<file path="config.mk">
export PLATFORM = sky130hd
export DESIGN_NAME = dsc_sequencer
export DESIGN_NICKNAME = d
export VERILOG_FILES = /design/src/rtl/dsc_pkg.sv /design/src/rtl/dsc_sync.sv /design/src/rtl/dsc_ctrl.sv /design/src/rtl/dsc_result.sv /design/src/rtl/dsc_sequencer.sv
export SDC_FILE = /design/constraint.sdc
export NUM_CORES = 1
export LEC_CHECK = 0
export ABC_AREA = 1
export BUFFER_PORTS_ARGS = -buffer_cell sky130_fd_sc_hd__buf_4
export CORE_ASPECT_RATIO = 0.7
export CORE_MARGIN = 5
export CORE_UTILIZATION = 36
export CTS_CLUSTER_DIAMETER = 120
export DETAILED_ROUTE_END_ITERATION = 12
export PLACE_DENSITY_LB_ADDON = 0.25
export SLEW_MARGIN = 10
export SYNTH_ARGS = -nofsm -noshare
export SYNTH_HDL_FRONTEND = slang
export SYNTH_HIERARCHICAL = 1
export SYNTH_SLANG_ARGS = --single-unit
</file>
<file path="constraint.sdc">
create_clock -name clk_i -period 3.4 [get_ports clk_i]
set_clock_uncertainty 0.2 [all_clocks]
set_input_delay 0.34 -clock clk_i [delete_from_list [all_inputs] [get_ports clk_i]]
set_output_delay 0.34 -clock clk_i [all_outputs]
set_load 0.01 [all_outputs]
</file>
<file path="src/rtl/dsc_pkg.sv">
package dsc_pkg;

  typedef enum logic [1:0] {
    PH_AZ    = 2'd0,
    PH_INT   = 2'd1,
    PH_DEINT = 2'd2
  } phase_e;

endpackage

</file>
<file path="src/rtl/dsc_sync.sv">
// Plain flip-flop chain for an asynchronous level; also used to release reset.
module dsc_sync #(
  parameter int   STAGES  = 2,
  parameter logic RST_VAL = 1'b0
) (
  input  logic clk_i,
  input  logic arst_ni,
  input  logic d_i,
  output logic q_o
);

  logic [STAGES-1:0] stage_q;
  logic [STAGES-1:0] stage_d;

  always_comb begin
    stage_d[0] = d_i;
    for (int i = 1; i < STAGES; i++) begin
      stage_d[i] = stage_q[i-1];
    end
  end

  always_ff @(posedge clk_i or negedge arst_ni) begin
    if (!arst_ni) begin
      stage_q <= {STAGES{RST_VAL}};
    end else begin
      stage_q <= stage_d;
    end
  end

  assign q_o = stage_q[STAGES-1];

endmodule

</file>
<file path="src/rtl/dsc_ctrl.sv">
// Phase sequencer: one frame counter times integrate, deintegrate and auto-zero.
module dsc_ctrl
  import dsc_pkg::*;
#(
  parameter int CNT_W       = 16,
  parameter int AZ_MIN      = 16,
  parameter int PARK_LEAD   = 7,
  parameter int SYNC_STAGES = 2
) (
  input  logic             clk_i,
  input  logic             rst_ni,
  input  logic             run_i,
  input  logic             cmp_s_i,
  output phase_e           phase_o,
  output logic             sign_o,
  output logic             latch_o,
  output logic             ovr_o,
  output logic [CNT_W-1:0] reading_o
);

  localparam int FC_W  = CNT_W + 1;
  localparam int FRAME = 2 ** FC_W;
  localparam int NINT  = 2 ** CNT_W;
  localparam int DW    = NINT - AZ_MIN;
  localparam int LAT   = SYNC_STAGES + 1;

  localparam logic [FC_W-1:0]  PARK_POS   = FC_W'(FRAME - PARK_LEAD);
  localparam logic [FC_W-1:0]  FRAME_LAST = FC_W'(FRAME - 1);
  localparam logic [FC_W-1:0]  INT_LAST   = FC_W'(NINT - 1);
  localparam logic [FC_W-1:0]  DEINT_LAST = FC_W'(NINT + DW - 1);
  localparam logic [FC_W-1:0]  DEINT_BASE = FC_W'(NINT);
  localparam logic [CNT_W-1:0] LAT_V      = CNT_W'(LAT);

  phase_e           ph_q, ph_d;
  logic [FC_W-1:0]  fc_q, fc_d;
  logic             sign_q, sign_d;
  logic             stall;
  logic             fc_en;
  logic             crossed;
  logic [CNT_W-1:0] dcount;

  // Hold is honoured only at the park point inside auto-zero.
  assign stall   = (ph_q == PH_AZ) && (fc_q == PARK_POS) && !run_i;
  assign fc_en   = !stall;
  assign crossed = (ph_q == PH_DEINT) && (cmp_s_i != sign_q);
  assign dcount  = fc_q[CNT_W-1:0];

  always_comb begin
    ph_d    = ph_q;
    fc_d    = fc_q;
    sign_d  = sign_q;
    latch_o = 1'b0;
    ovr_o   = 1'b0;
    if (fc_en) begin
      fc_d = fc_q + FC_W'(1);
    end
    case (ph_q)
      PH_AZ: begin
        if (fc_en && (fc_q == FRAME_LAST)) begin
          ph_d = PH_INT;
        end
      end
      PH_INT: begin
        if (fc_q == INT_LAST) begin
          ph_d   = PH_DEINT;
          sign_d = cmp_s_i;
        end
      end
      PH_DEINT: begin
        if (crossed) begin
          latch_o = 1'b1;
          ph_d    = PH_AZ;
        end else if (fc_q == DEINT_LAST) begin
          latch_o = 1'b1;
          ovr_o   = 1'b1;
          ph_d    = PH_AZ;
        end
      end
      default: ph_d = PH_AZ;
    endcase
  end

  // Remove the synchroniser and overshoot latency; saturate at zero.
  always_comb begin
    if (dcount < LAT_V) begin
      reading_o = '0;
    end else begin
      reading_o = dcount - LAT_V;
    end
  end

  always_ff @(posedge clk_i or negedge rst_ni) begin
    if (!rst_ni) begin
      ph_q   <= PH_AZ;
      fc_q   <= PARK_POS;
      sign_q <= 1'b0;
    end else begin
      ph_q   <= ph_d;
      fc_q   <= fc_d;
      sign_q <= sign_d;
    end
  end

  assign phase_o = ph_q;
  assign sign_o  = sign_q;

  // integrate always begins at the start of the frame count
  p_int_start_r1: assert property (@(posedge clk_i) disable iff (!rst_ni)
    (ph_q == PH_INT && $past(ph_q) != PH_INT) |-> (fc_q == '0));

  // deintegrate never runs past its window
  p_deint_window_r6: assert property (@(posedge clk_i) disable iff (!rst_ni)
    (ph_q == PH_DEINT) |-> (fc_q >= DEINT_BASE && fc_q <= DEINT_LAST));

  // reference direction is frozen for the whole deintegrate phase
  p_ref_steady_r3: assert property (@(posedge clk_i) disable iff (!rst_ni)
    (ph_q == PH_DEINT && $past(ph_q) == PH_DEINT) |-> $stable(sign_q));

  // a low run/hold at the park point freezes the sequencer there
  p_hold_park_r8: assert property (@(posedge clk_i) disable iff (!rst_ni)
    stall |=> (ph_q == PH_AZ && fc_q == PARK_POS));

endmodule

</file>
<file path="src/rtl/dsc_result.sv">
// Output registers for one conversion result.
module dsc_result #(
  parameter int CNT_W = 16
) (
  input  logic             clk_i,
  input  logic             rst_ni,
  input  logic             latch_i,
  input  logic             ovr_i,
  input  logic             sign_i,
  input  logic [CNT_W-1:0] reading_i,
  output logic [CNT_W-1:0] count_o,
  output logic             pol_o,
  output logic             ovr_o,
  output logic             done_o
);

  logic [CNT_W-1:0] cnt_q, cnt_d;
  logic             pol_q, pol_d;
  logic             ovr_q, ovr_d;
  logic             done_q, done_d;

  always_comb begin
    cnt_d  = cnt_q;
    pol_d  = pol_q;
    ovr_d  = ovr_q;
    done_d = latch_i;
    if (latch_i) begin
      cnt_d = ovr_i ? {CNT_W{1'b1}} : reading_i;
      pol_d = sign_i;
      ovr_d = ovr_i;
    end
  end

  always_ff @(posedge clk_i or negedge rst_ni) begin
    if (!rst_ni) begin
      cnt_q  <= '0;
      pol_q  <= 1'b0;
      ovr_q  <= 1'b0;
      done_q <= 1'b0;
    end else begin
      cnt_q  <= cnt_d;
      pol_q  <= pol_d;
      ovr_q  <= ovr_d;
      done_q <= done_d;
    end
  end

  assign count_o = cnt_q;
  assign pol_o   = pol_q;
  assign ovr_o   = ovr_q;
  assign done_o  = done_q;

  // done is a single-cycle pulse
  p_done_pulse_r7: assert property (@(posedge clk_i) disable iff (!rst_ni)
    done_q |=> !done_q);

  // results change only together with a done pulse
  p_result_hold_r7: assert property (@(posedge clk_i) disable iff (!rst_ni)
    !done_q |-> ($stable(cnt_q) && $stable(pol_q) && $stable(ovr_q)));

  // an overrange result always reads all ones
  p_ovr_ones_r6: assert property (@(posedge clk_i) disable iff (!rst_ni)
    ovr_q |-> (cnt_q == {CNT_W{1'b1}}));

endmodule

</file>
<file path="src/rtl/dsc_sequencer.sv">
module dsc_sequencer
  import dsc_pkg::*;
#(
  parameter int CNT_W       = 16,
  parameter int AZ_MIN      = 16,
  parameter int PARK_LEAD   = 7,
  parameter int SYNC_STAGES = 2
) (
  input  logic             clk_i,
  input  logic             rst_ni,
  input  logic             run_i,
  input  logic             cmp_i,
  output logic             az_o,
  output logic             int_o,
  output logic             deint_o,
  output logic             ref_dn_o,
  output logic             status_o,
  output logic [CNT_W-1:0] count_o,
  output logic             pol_o,
  output logic             ovr_o,
  output logic             done_o
);

  logic             rst_n;
  logic             cmp_s;
  phase_e           phase;
  logic             sign;
  logic             latch;
  logic             ovr_now;
  logic [CNT_W-1:0] reading;

  dsc_sync #(.STAGES(2), .RST_VAL(1'b0)) i_rst_sync (
    .clk_i   (clk_i),
    .arst_ni (rst_ni),
    .d_i     (1'b1),
    .q_o     (rst_n)
  );

  dsc_sync #(.STAGES(SYNC_STAGES), .RST_VAL(1'b0)) i_cmp_sync (
    .clk_i   (clk_i),
    .arst_ni (rst_n),
    .d_i     (cmp_i),
    .q_o     (cmp_s)
  );

  dsc_ctrl #(
    .CNT_W       (CNT_W),
    .AZ_MIN      (AZ_MIN),
    .PARK_LEAD   (PARK_LEAD),
    .SYNC_STAGES (SYNC_STAGES)
  ) i_ctrl (
    .clk_i     (clk_i),
    .rst_ni    (rst_n),
    .run_i     (run_i),
    .cmp_s_i   (cmp_s),
    .phase_o   (phase),
    .sign_o    (sign),
    .latch_o   (latch),
    .ovr_o     (ovr_now),
    .reading_o (reading)
  );

  dsc_result #(.CNT_W(CNT_W)) i_result (
    .clk_i     (clk_i),
    .rst_ni    (rst_n),
    .latch_i   (latch),
    .ovr_i     (ovr_now),
    .sign_i    (sign),
    .reading_i (reading),
    .count_o   (count_o),
    .pol_o     (pol_o),
    .ovr_o     (ovr_o),
    .done_o    (done_o)
  );

  assign az_o     = (phase == PH_AZ);
  assign int_o    = (phase == PH_INT);
  assign deint_o  = (phase == PH_DEINT);
  assign ref_dn_o = (phase == PH_DEINT) && sign;
  assign status_o = (phase != PH_AZ);

  // status drops exactly when the new result appears
  p_status_latch_r2: assert property (@(posedge clk_i) disable iff (!rst_n)
    done_o |-> (!status_o && $past(status_o)));

  // one phase select at a time
  p_phase_onehot_r2: assert property (@(posedge clk_i) disable iff (!rst_n)
    $onehot({az_o, int_o, deint_o}));

endmodule

</file>
==> impl_metrics.csv, run 1 <==
group,metric,value,unit
run_status,status,"finished clean",
yosys,synth_commonest_cells,"nand2_1, nor2_1, inv_1",
critical_path,crit_arrival,2.37,ns
sta,final-setup-viol-count,0,
global_route,grt_pass1_wl,9156,um
critical_path,reg2regPathDepth,8,
yosys,yosysWarnings,6,
clock_network,clkSinkCount,43,
global_route,grt_max_degree,42,
job,cap_violations,0,
yosys,ys_seq_area_frac,0.4375,
critical_path,r2r-end,"i_ctrl/sign_o",
placed_design,preCtsSetupSlack,0.9986,ns
global_route,grt.total_usage,0.1328,
critical_path,cp_max_fo,7,
global_route,antenna_found_initial,0,
routing,vias_per_cell,4.408,
critical_path,slowest_stage,"dfstp_2",
final_layout,areaGrowthSynthToFinish,13.25,%
routing,drtIter0Drc,189,
sta,setup_tns,0,ns
critical_path,cp.buffers_inverters,0,
routing,wire_per_inst,11.50,um
final_layout,drive_above_1_share,0.2090,
routing,postRouteAntennaNets,0,
sta,timing.fmax,418.3,MHz
yosys,synth_flop_cell,"dfrtp_1",
floorplan,start_util,0.3704,
placed_design,post-dp-hpwl,3947,um
placed_design,gp_congestion,0.9012,
floorplan,die-area,0.008745,mm2
critical_path,required,3.38,ns
critical_path,cp_top_family,"simple AND/OR/NAND/NOR gates",
clock_network,htree_levels,2,
critical_path,critPathKind,"reg -> reg",
floorplan,die_h,79.76,um
routing,wl,5150,um
final_layout,diodes,0,
sta,max_slew.worst_pin.slew,0.8799,ns
yosys,synth_area_per_cell,7.676,um2
clock_network,cts_hold_buf,2,
clock_network,numCtsBuffers,5,
sta,relSlewSlack,0.4134,
global_route,grt_pass1_vias,1916,
pwr,p_leak,1.480,nW
clock_network,clock_latency,0.29,ns
yosys,synth_nets,334,
routing,first_pass_iters,4,
clock_network,clockRootBuffer,"clkbuf_8",
global_route,overflow,0,
clock_network,ctsResizeCount,0,
pwr,vdd_drop_max,117.5,uV
critical_path,path_common_cell,"ha_1",
clock_network,cts_setup_buffers,0,
sta,rsz0062_at_grt,"false",
sta,period_share,0.7031,
yosys,netlist.area_leader.share,0.2800,
routing,vias,1975,
yosys,yosys-top-cells-area,"dfrtp_1, dfstp_2, nand2_1",
critical_path,slowest_delay,0.59,ns
routing,drc,0,
critical_path,path_cells,"ha_1 > nand3_2 > nor2_4 > nand2_2 > nor3_1 > ha_1 > nand3_1 > mux2_2",
critical_path,r2r-start,"i_ctrl/fc_q[0]",
sta,period_minus_slack,2.391,ns
sta,final_max_slew_viol_count,0,
yosys,netlist_instances,326,
floorplan,rows,25,
final_layout,layout.nets,361,
yosys,synth-async-reset-ratio,1.000,
critical_path,start_kind,"flop",
yosys,synth_area,0.002502,mm2
clock_network,clk_pin_slew,0.08,ns
critical_path,r2r_setup_slack,1.01,ns
clock_network,cts_tree,"done",
floorplan,die_w,109.7,um
yosys,synth_most_common_cell,"nand2_1",
yosys,synth_cell_type_count,28,
pwr,power_density,299.4,mW/mm2
critical_path,end_kind,"flop",
yosys,synth_top_area_cell,"dfrtp_1",
yosys,synth-edff-count,0,
floorplan,io_pins,28,
yosys,synth_seq_cells,43,
sta,layout_setup_ws,1.009,ns
placed_design,portBuffers,27,
floorplan,core_area,0.006756,mm2
worst_hold_path,holdCritPathClass,"in -> async",
sta,hold_viol,0,
clock_network,clk_path_buf_depth,2,
-- registers in the layout (all words and copies together) (netlist names) --
| signal | cells |
|---|---|
| i_result/ovr_o | 1 |
| i_ctrl/fc_q | 17 |
| i_result/pol_o | 1 |
| i_cmp_sync/stage_q | 2 |
| i_rst_sync/stage_q | 2 |
| i_result/count_o | 16 |
| i_ctrl/sign_o | 1 |
| i_ctrl/phase_o | 2 |
| i_result/done_o | 1 |
-- area by class of cell --
type                            count  area, um2
Timing Repair Buffer               31      237.7
Inverter                           38      150.1
Multi-Input combinational cell    234       1151
Clock inverter                      1      5.005
Sequential cell                    43       1096
Tap cell                           94      117.6
Clock buffer                        7      76.32
Fill cell                         729       3923
-- logic make-up after synthesis --
group / Yosys count / synth area share
AOI/OAI and AO/OA: 22 / 0.04400
xor gates and xnor gates: 19 / 0.06650
and+or+nand+nor: 187 / 0.3235
muxes: 1 / 0.004500
other: 1 / 0.001499
buffers and inverters: 49 / 0.1025
adders and majority gates: 4 / 0.02000
DFF: 43 / 0.4375
-- stage by stage --
stage	instance area, um2	power [mW]	util	cells	hold WS (ns)
global route	2834	0.8937	0.4194	448	0.1332
finish	2834	0.8484	0.4194	448	0.1443
CTS	2834	0.8682	0.4194	448	0.1358
detailed placement	2733	0.5397	0.4044	438	-0.07609
floorplan	2502	0.5330	-	326	-0.1556
global placement	2733	0.5398	0.4044	438	-0.07571
-- layer usage --
metal / GRT usage / up-vias / wire (um)
met4: 0.03487 / 0 / 38
met2: 0.1809 / 46 / 2019
li1: - / 1041 / -
met1: 0.2059 / 883 / 2793
met5: 0 / - / 0
met3: 0.03153 / 5 / 298
-- cells in the final DEF (no fill, tap or decap), types with 7 or more instances in the layout --
| cell type | instances |
|---|---|
| nand3_1 | 16 |
| nand2_1 | 88 |
| buf_4 | 29 |
| o21ai_0 | 8 |
| dfstp_2 | 15 |
| nor2_1 | 56 |
| inv_1 | 35 |
| dfrtp_1 | 27 |
| o21ai_1 | 10 |
| xor2_1 | 17 |
| nor2_2 | 7 |
-- power breakdown --
part / switching [mW] / internal, mW / total, mW
clock network: 0.173 / 0.144 / 0.317
registers: 0.00960 / 0.514 / 0.524
logic: 0.00269 / 0.00440 / 0.00709
total: 0.185 / 0.663 / 0.848
-- worst max-delay path by stage --
stage | startpoint | to | slack (ns) | cells past startpoint
3_3_place_gp | i_ctrl/fc_q[0] | i_ctrl/sign_o | 1.09 | 8
4_1_cts | i_ctrl/fc_q[0] | i_ctrl/sign_o | 0.99 | 8
3_5_place_dp | i_ctrl/fc_q[0] | i_ctrl/sign_o | 1.0 | 8
2_1_floorplan | i_ctrl/fc_q[0] | i_ctrl/sign_o | 1.23 | 8
5_1_grt | i_ctrl/fc_q[0] | i_ctrl/sign_o | 0.81 | 8
6_report | i_ctrl/fc_q[0] | i_ctrl/sign_o | 1.01 | 8
Note: power is estimated with default switching activity, not from simulation.
==> run 2, diff against run 1 <==
clock period = 2.1 ns   (was 3.4 ns; I/O delays follow)
==> run 2 against run 1 <==
Against the previous run:
- the run now ends with setup timing left
- non-clock buffer count up 20
- cell area is 7.7% higher
- power grew 67%
- register-to-register slack worse by 1.0 ns
- die area stayed put
- first-iteration DRC count down 68%
- flip-flop and latch count stayed put
- clock-buffer cell count did not move
- sequential share of layout area is 2.8 points lower
- critical path type unchanged
==> impl_metrics.csv, run 2 (synthesized netlist as in run 1, its figures left out) <==
group,metric,value,unit
pwr,p_int,1.107,mW
floorplan,start_util,0.3704,
final_layout,drive_above_1_share,0.2674,
floorplan,core_area,0.006756,mm2
sta,final-setup-viol-count,1,
clock_network,clk_pin_slew,0.08,ns
pwr,p_sw,0.3135,mW
sta,period_minus_slack,2.112,ns
critical_path,start_kind,"flop",
placed_design,portBuffers,27,
clock_network,cts_tree,"done",
routing,vias,2069,
run_status,violations,"setup timing",
placed_design,preCtsSetupSlack,0.03981,ns
sta,max_slew.worst_pin.slew,0.5305,ns
clock_network,clk_path_buf_depth,2,
final_layout,stdcell_count,468,
worst_hold_path,holdCritPathClass,"in -> async",
final_layout,layout_commonest_cell,"nand2_1",
global_route,grt_pass1_vias,2049,
final_layout,multiInputGateArea,0.001207,mm2
routing,postRouteAntennaNets,0,
final_layout,largest_reg_flops,17,
final_layout,seqCellArea,0.001095,mm2
global_route,grt_pass1_wl,9425,um
routing,wl,5464,um
placed_design,dp_cells,453,
floorplan,die_h,79.76,um
job,cap_violations,0,
final_layout,areaGrowthSynthToFinish,22.00,%
critical_path,path_cells,"ha_4 > nand3_4 > nor2_4 > nand2_2 > nor3_4 > ha_2 > nand3_2 > mux2_4",
routing,vias_per_cell,4.421,
routing,first_pass_iters,4,
sta,period_share,1.006,
critical_path,cp_max_fo,3,
pwr,power,1.420,mW
sta,relSlewSlack,0.6464,
critical_path,slowest_delay,0.56,ns
pwr,p_leak,1.605,nW
run_status,status,"complete, but fails checks",
pwr,p_comb_frac,0.020,
clock_network,clockRootBuffer,"clkbuf_8",
pwr,vdd_drop_max,280.6,uV
critical_path,crit_arrival,2.10,ns
routing,wire_per_inst,11.68,um
global_route,overflow,0,
pwr,power_frac_seq,0.587,
sta,hold_viol,0,
clock_network,htree_levels,2,
global_route,antenna_found_initial,0,
sta,final_max_slew_viol_count,0,
pwr,switching_share,0.2207,
routing,drc,0,
sta,rsz0062_at_grt,"true",
critical_path,critPathKind,"reg -> reg",
critical_path,required,2.09,ns
floorplan,rows,25,
final_layout,diodes,0,
floorplan,die-area,0.008745,mm2
clock_network,numCtsBuffers,5,
clock_network,clock_latency,0.30,ns
floorplan,die_w,109.7,um
critical_path,slowest_stage,"dfstp_2",
floorplan,io_pins,28,
sta,timing.fmax,473.6,MHz
final_layout,regMostFlops,"i_ctrl/fc_q",
pwr,clkPwrFrac,0.393,
final_layout,layout.nets,381,
placed_design,post-dp-hpwl,4025,um
pwr,power_density,465.3,mW/mm2
final_layout,mostFrequentLayoutCells,"nand2_1, nor2_1, buf_4, inv_1, dfrtp_1",
clock_network,clkSinkCount,43,
sta,layout_setup_ws,-0.01163,ns
critical_path,end_kind,"flop",
sta,whs,0.01287,ns
global_route,grt_max_degree,42,
global_route,grt.total_usage,0.1368,
placed_design,gp_congestion,0.8778,
routing,drtIter0Drc,61,
final_layout,fillers,699,
==> run 2: final timing paths <==
check | startpoint | endpoint | slack (ns) | cells after the start
worst max register to register | i_ctrl/fc_q[0] | i_ctrl/sign_o | -0.01 | 8
worst min-delay path | rst_ni | i_rst_sync/stage_q[0] | 0.01 | 2
worst min register to register | i_rst_sync/stage_q[1] | i_ctrl/phase_o[1] | 0.12 | 1
worst max-delay path | i_ctrl/fc_q[0] | i_ctrl/sign_o | -0.01 | 8
max in group asynchronous | i_rst_sync/stage_q[1] | i_ctrl/fc_q[11] | 1.20 | 1
min in group clk_i | run_i | i_ctrl/fc_q[16] | 0.12 | 8
==> run 2: power by group through the flow <==
stage / Clock, mW / Sequential, mW / Combinational, mW
floorplan: 0 / 0.860 / 0.00347
global placement: 0 / 0.849 / 0.0263
detailed placement: 0 / 0.849 / 0.0266
CTS: 0.582 / 0.834 / 0.0295
global route: 0.622 / 0.835 / 0.0334
finish: 0.558 / 0.834 / 0.0282
==> run 2: worst max-delay path, delay by kind of cell, from the launching register on <==
kind / cells / cell delay (ns)
multiplexers: 1 / 0.31
AND/OR/NAND/NOR: 5 / 0.59
adder cells (fa/ha/maj): 2 / 0.35
flip-flops: 1 / 0.56
==> run 2: cell type report <==
cell class                 count  share of cell area
sequential                    43              0.3586
inverter                      38             0.04918
timing repair buffer          51              0.1283
multi-input combinational    234              0.3955
clock inverter                 1            0.001639
clock buffer                   7             0.02828
tap                           94             0.03852
==> run 2: through the flow <==
| stage | cell area, um2 | util | TNS (ns) |
|---|---|---|---|
| final | 3053 | 0.4519 | -0.01163 |
| after global routing | 3053 | 0.4519 | -0.4503 |
| after CTS | 2964 | 0.4387 | 0 |
| after detailed placement | 2853 | 0.4222 | 0 |
| after global placement | 2853 | 0.4222 | 0 |
| after floorplan | 2511 | - | -0.004694 |
==> run 2: layer usage <==
layer	routed length, um	part of all wire	vias up	global-route usage
li1	-	-	1085	-
met1	2830	0.52	930	0.1939
met2	2271	0.42	44	0.2071
met3	280	0.051	10	0.03072
met4	82	0.015	0	0.04234
met5	0	0	-	0
==> run 2: what timing repair did <==
| action | CTS | global route |
|---|---|---|
| hold buffers | 2 | 0 |
| endpoints found under the hold margin | 3 | 0 |
| setup buffers | 0 | 5 |
| resized for setup | 0 | 10 |
| setup endpoints to repair | 0 | 19 |
==> run 3, diff against run 2 <==
SLEW_MARGIN = 20   (was 10)
clock period = 2.3 ns   (was 2.1 ns; I/O delays follow)
==> run 3 against run 2 <==
Against the previous run:
- the run now ends clean
- critical path depth is the same
- power fell by 11%
- die area is the same
- sequential power shrank 8.4%
- highest routed layer unchanged
==> impl_metrics.csv, run 3 (synthesized netlist as in run 1, its figures left out) <==
group,metric,value,unit
run_status,status,"finished clean",
final_layout,diodes,0,
floorplan,die_h,79.76,um
critical_path,cp_max_fo,4,
final_layout,layout.nets,369,
routing,vias_per_cell,4.390,
sta,rsz0062_at_grt,"false",
final_layout,regMostFlops,"i_ctrl/fc_q",
clock_network,clock_latency,0.30,ns
routing,first_pass_iters,4,
floorplan,start_util,0.3704,
critical_path,end_kind,"flop",
critical_path,crit_arrival,2.14,ns
critical_path,critPathKind,"reg -> reg",
clock_network,numCtsBuffers,5,
routing,vias,2002,
global_route,grt_pass1_wl,9232,um
global_route,antenna_found_initial,0,
clock_network,cts_setup_buffers,0,
floorplan,die_w,109.7,um
global_route,grt_max_degree,21,
floorplan,die-area,0.008745,mm2
sta,final-setup-viol-count,0,
worst_hold_path,holdCritPathClass,"in -> async",
clock_network,htree_levels,2,
global_route,grt_use_met1,0.2089,
pwr,power_density,436.7,mW/mm2
pwr,p_leak,1.523,nW
routing,wire_per_inst,11.40,um
placed_design,portBuffers,27,
sta,setup_tns,0,ns
routing,postRouteAntennaNets,0,
critical_path,path_common_cell,"ha_1",
sta,final_max_slew_viol_count,0,
final_layout,mostFrequentLayoutCells,"nand2_1, nor2_1, inv_1, buf_4, dfrtp_1",
global_route,grt_pass1_vias,1908,
final_layout,drive_above_1_share,0.2320,
global_route,grt_busiest_layer,"met1",
clock_network,clk_pin_slew,0.08,ns
placed_design,gp_congestion,0.9285,
critical_path,required,2.29,ns
sta,timing.fmax,466.2,MHz
floorplan,rows,25,
sta,hold_viol,0,
floorplan,io_pins,28,
floorplan,core_area,0.006756,mm2
critical_path,slowest_stage,"dfstp_2",
clock_network,cts_tree,"done",
pwr,vdd_drop_max,200.3,uV
routing,drtIter0Drc,120,
global_route,met2_usage,0.1827,
sta,period_share,0.9326,
sta,layout_setup_ws,0.1550,ns
global_route,use_met3,0.03072,
final_layout,largest_reg_flops,17,
global_route,grt.total_usage,0.1344,
final_layout,areaGrowthSynthToFinish,16.20,%
clock_network,clkSinkCount,43,
critical_path,start_kind,"flop",
routing,drc,0,
critical_path,slowest_delay,0.53,ns
clock_network,clk_path_buf_depth,2,
critical_path,path_cells,"ha_1 > nand3_2 > nor2_4 > nand2_2 > nor3_2 > ha_1 > nand3_1 > mux2_2",
global_route,overflow,0,
job,cap_violations,0,
placed_design,preCtsSetupSlack,0.06825,ns
clock_network,clockRootBuffer,"clkbuf_8",
placed_design,post-dp-hpwl,4076,um
sta,period_minus_slack,2.145,ns
final_layout,layout_commonest_cell,"nand2_1",
routing,wl,5198,um
## run 3: cell types whose count changed in the layout (fill, tap and decap cells not counted), sizes merged
cell	delta
buf	-13
clkbuf	-2
clkinv	+2
dlygate4sd3	+1
## run 3: critical path: cells and delay by family (launching register included)
| kind | cells | cell delay (ns) |
|---|---|---|
| adder cells (fa/ha/maj) | 2 | 0.38 |
| flip-flops | 1 | 0.53 |
| multiplexers | 1 | 0.28 |
| AND/OR/NAND/NOR | 5 | 0.65 |
## run 3: path summary, 6_finish.rpt
path / startpoint / endpoint / slack (ns) / cells after the start
worst max-delay path: i_ctrl/fc_q[0] / i_ctrl/sign_o / 0.15 / 8
worst min-delay path: rst_ni / i_rst_sync/stage_q[1] / 0.03 / 2
worst max register to register: i_ctrl/fc_q[0] / i_ctrl/sign_o / 0.15 / 8
worst min register to register: i_rst_sync/stage_q[1] / i_ctrl/fc_q[16] / 0.13 / 0
max in group asynchronous: i_rst_sync/stage_q[1] / i_ctrl/sign_o / 1.06 / 1
min in group clk_i: i_cmp_sync/stage_q[0] / i_cmp_sync/stage_q[1] / 0.15 / 0
## run 3: what timing repair did
action | in CTS | in global routing
endpoints found under the hold margin | 8 | 0
resized for setup | 0 | 2
hold buffers | 3 | 0
setup endpoints to repair | 0 | 6
## run 3: report_power, final
group / switching (mW) / internal (mW) / total [mW] / leakage (nW)
Combinational: 0.0151 / 0.00988 / 0.0250 / 0.943
Clock: 0.272 / 0.208 / 0.481 / 0.0477
Sequential: 0.00368 / 0.760 / 0.764 / 0.532
## run 3: per-layer routing
layer	routed length, um	vias to the layer above
li1	-	1063
met1	2788	888
met2	2018	43
met3	329	8
met4	61	0
met5	0	-
## run 3: cell type report
| cell class | instances | area, um2 |
|---|---|---|
| Timing Repair Buffer | 39 | 304.0 |
| Inverter | 38 | 150.1 |
| Tap cell | 94 | 117.6 |
| Multi-Input combinational cell | 234 | 1156 |
| Clock inverter | 3 | 15.01 |
| Sequential cell | 43 | 1096 |
| Fill cell | 726 | 3849 |
| Clock buffer | 5 | 68.82 |
## run 3: stage by stage
step	utilization	area, um2	hold slack, ns	std cells	total power, mW
after floorplan	-	2502	-0.2656	326	0.7880
after global placement	0.4122	2785	-0.1864	445	0.8005
after detailed placement	0.4122	2785	-0.1857	445	0.8005
after CTS	0.4291	2899	0.01484	456	1.301
after global routing	0.4304	2908	0.02593	456	1.327
final	0.4304	2908	0.03063	456	1.270
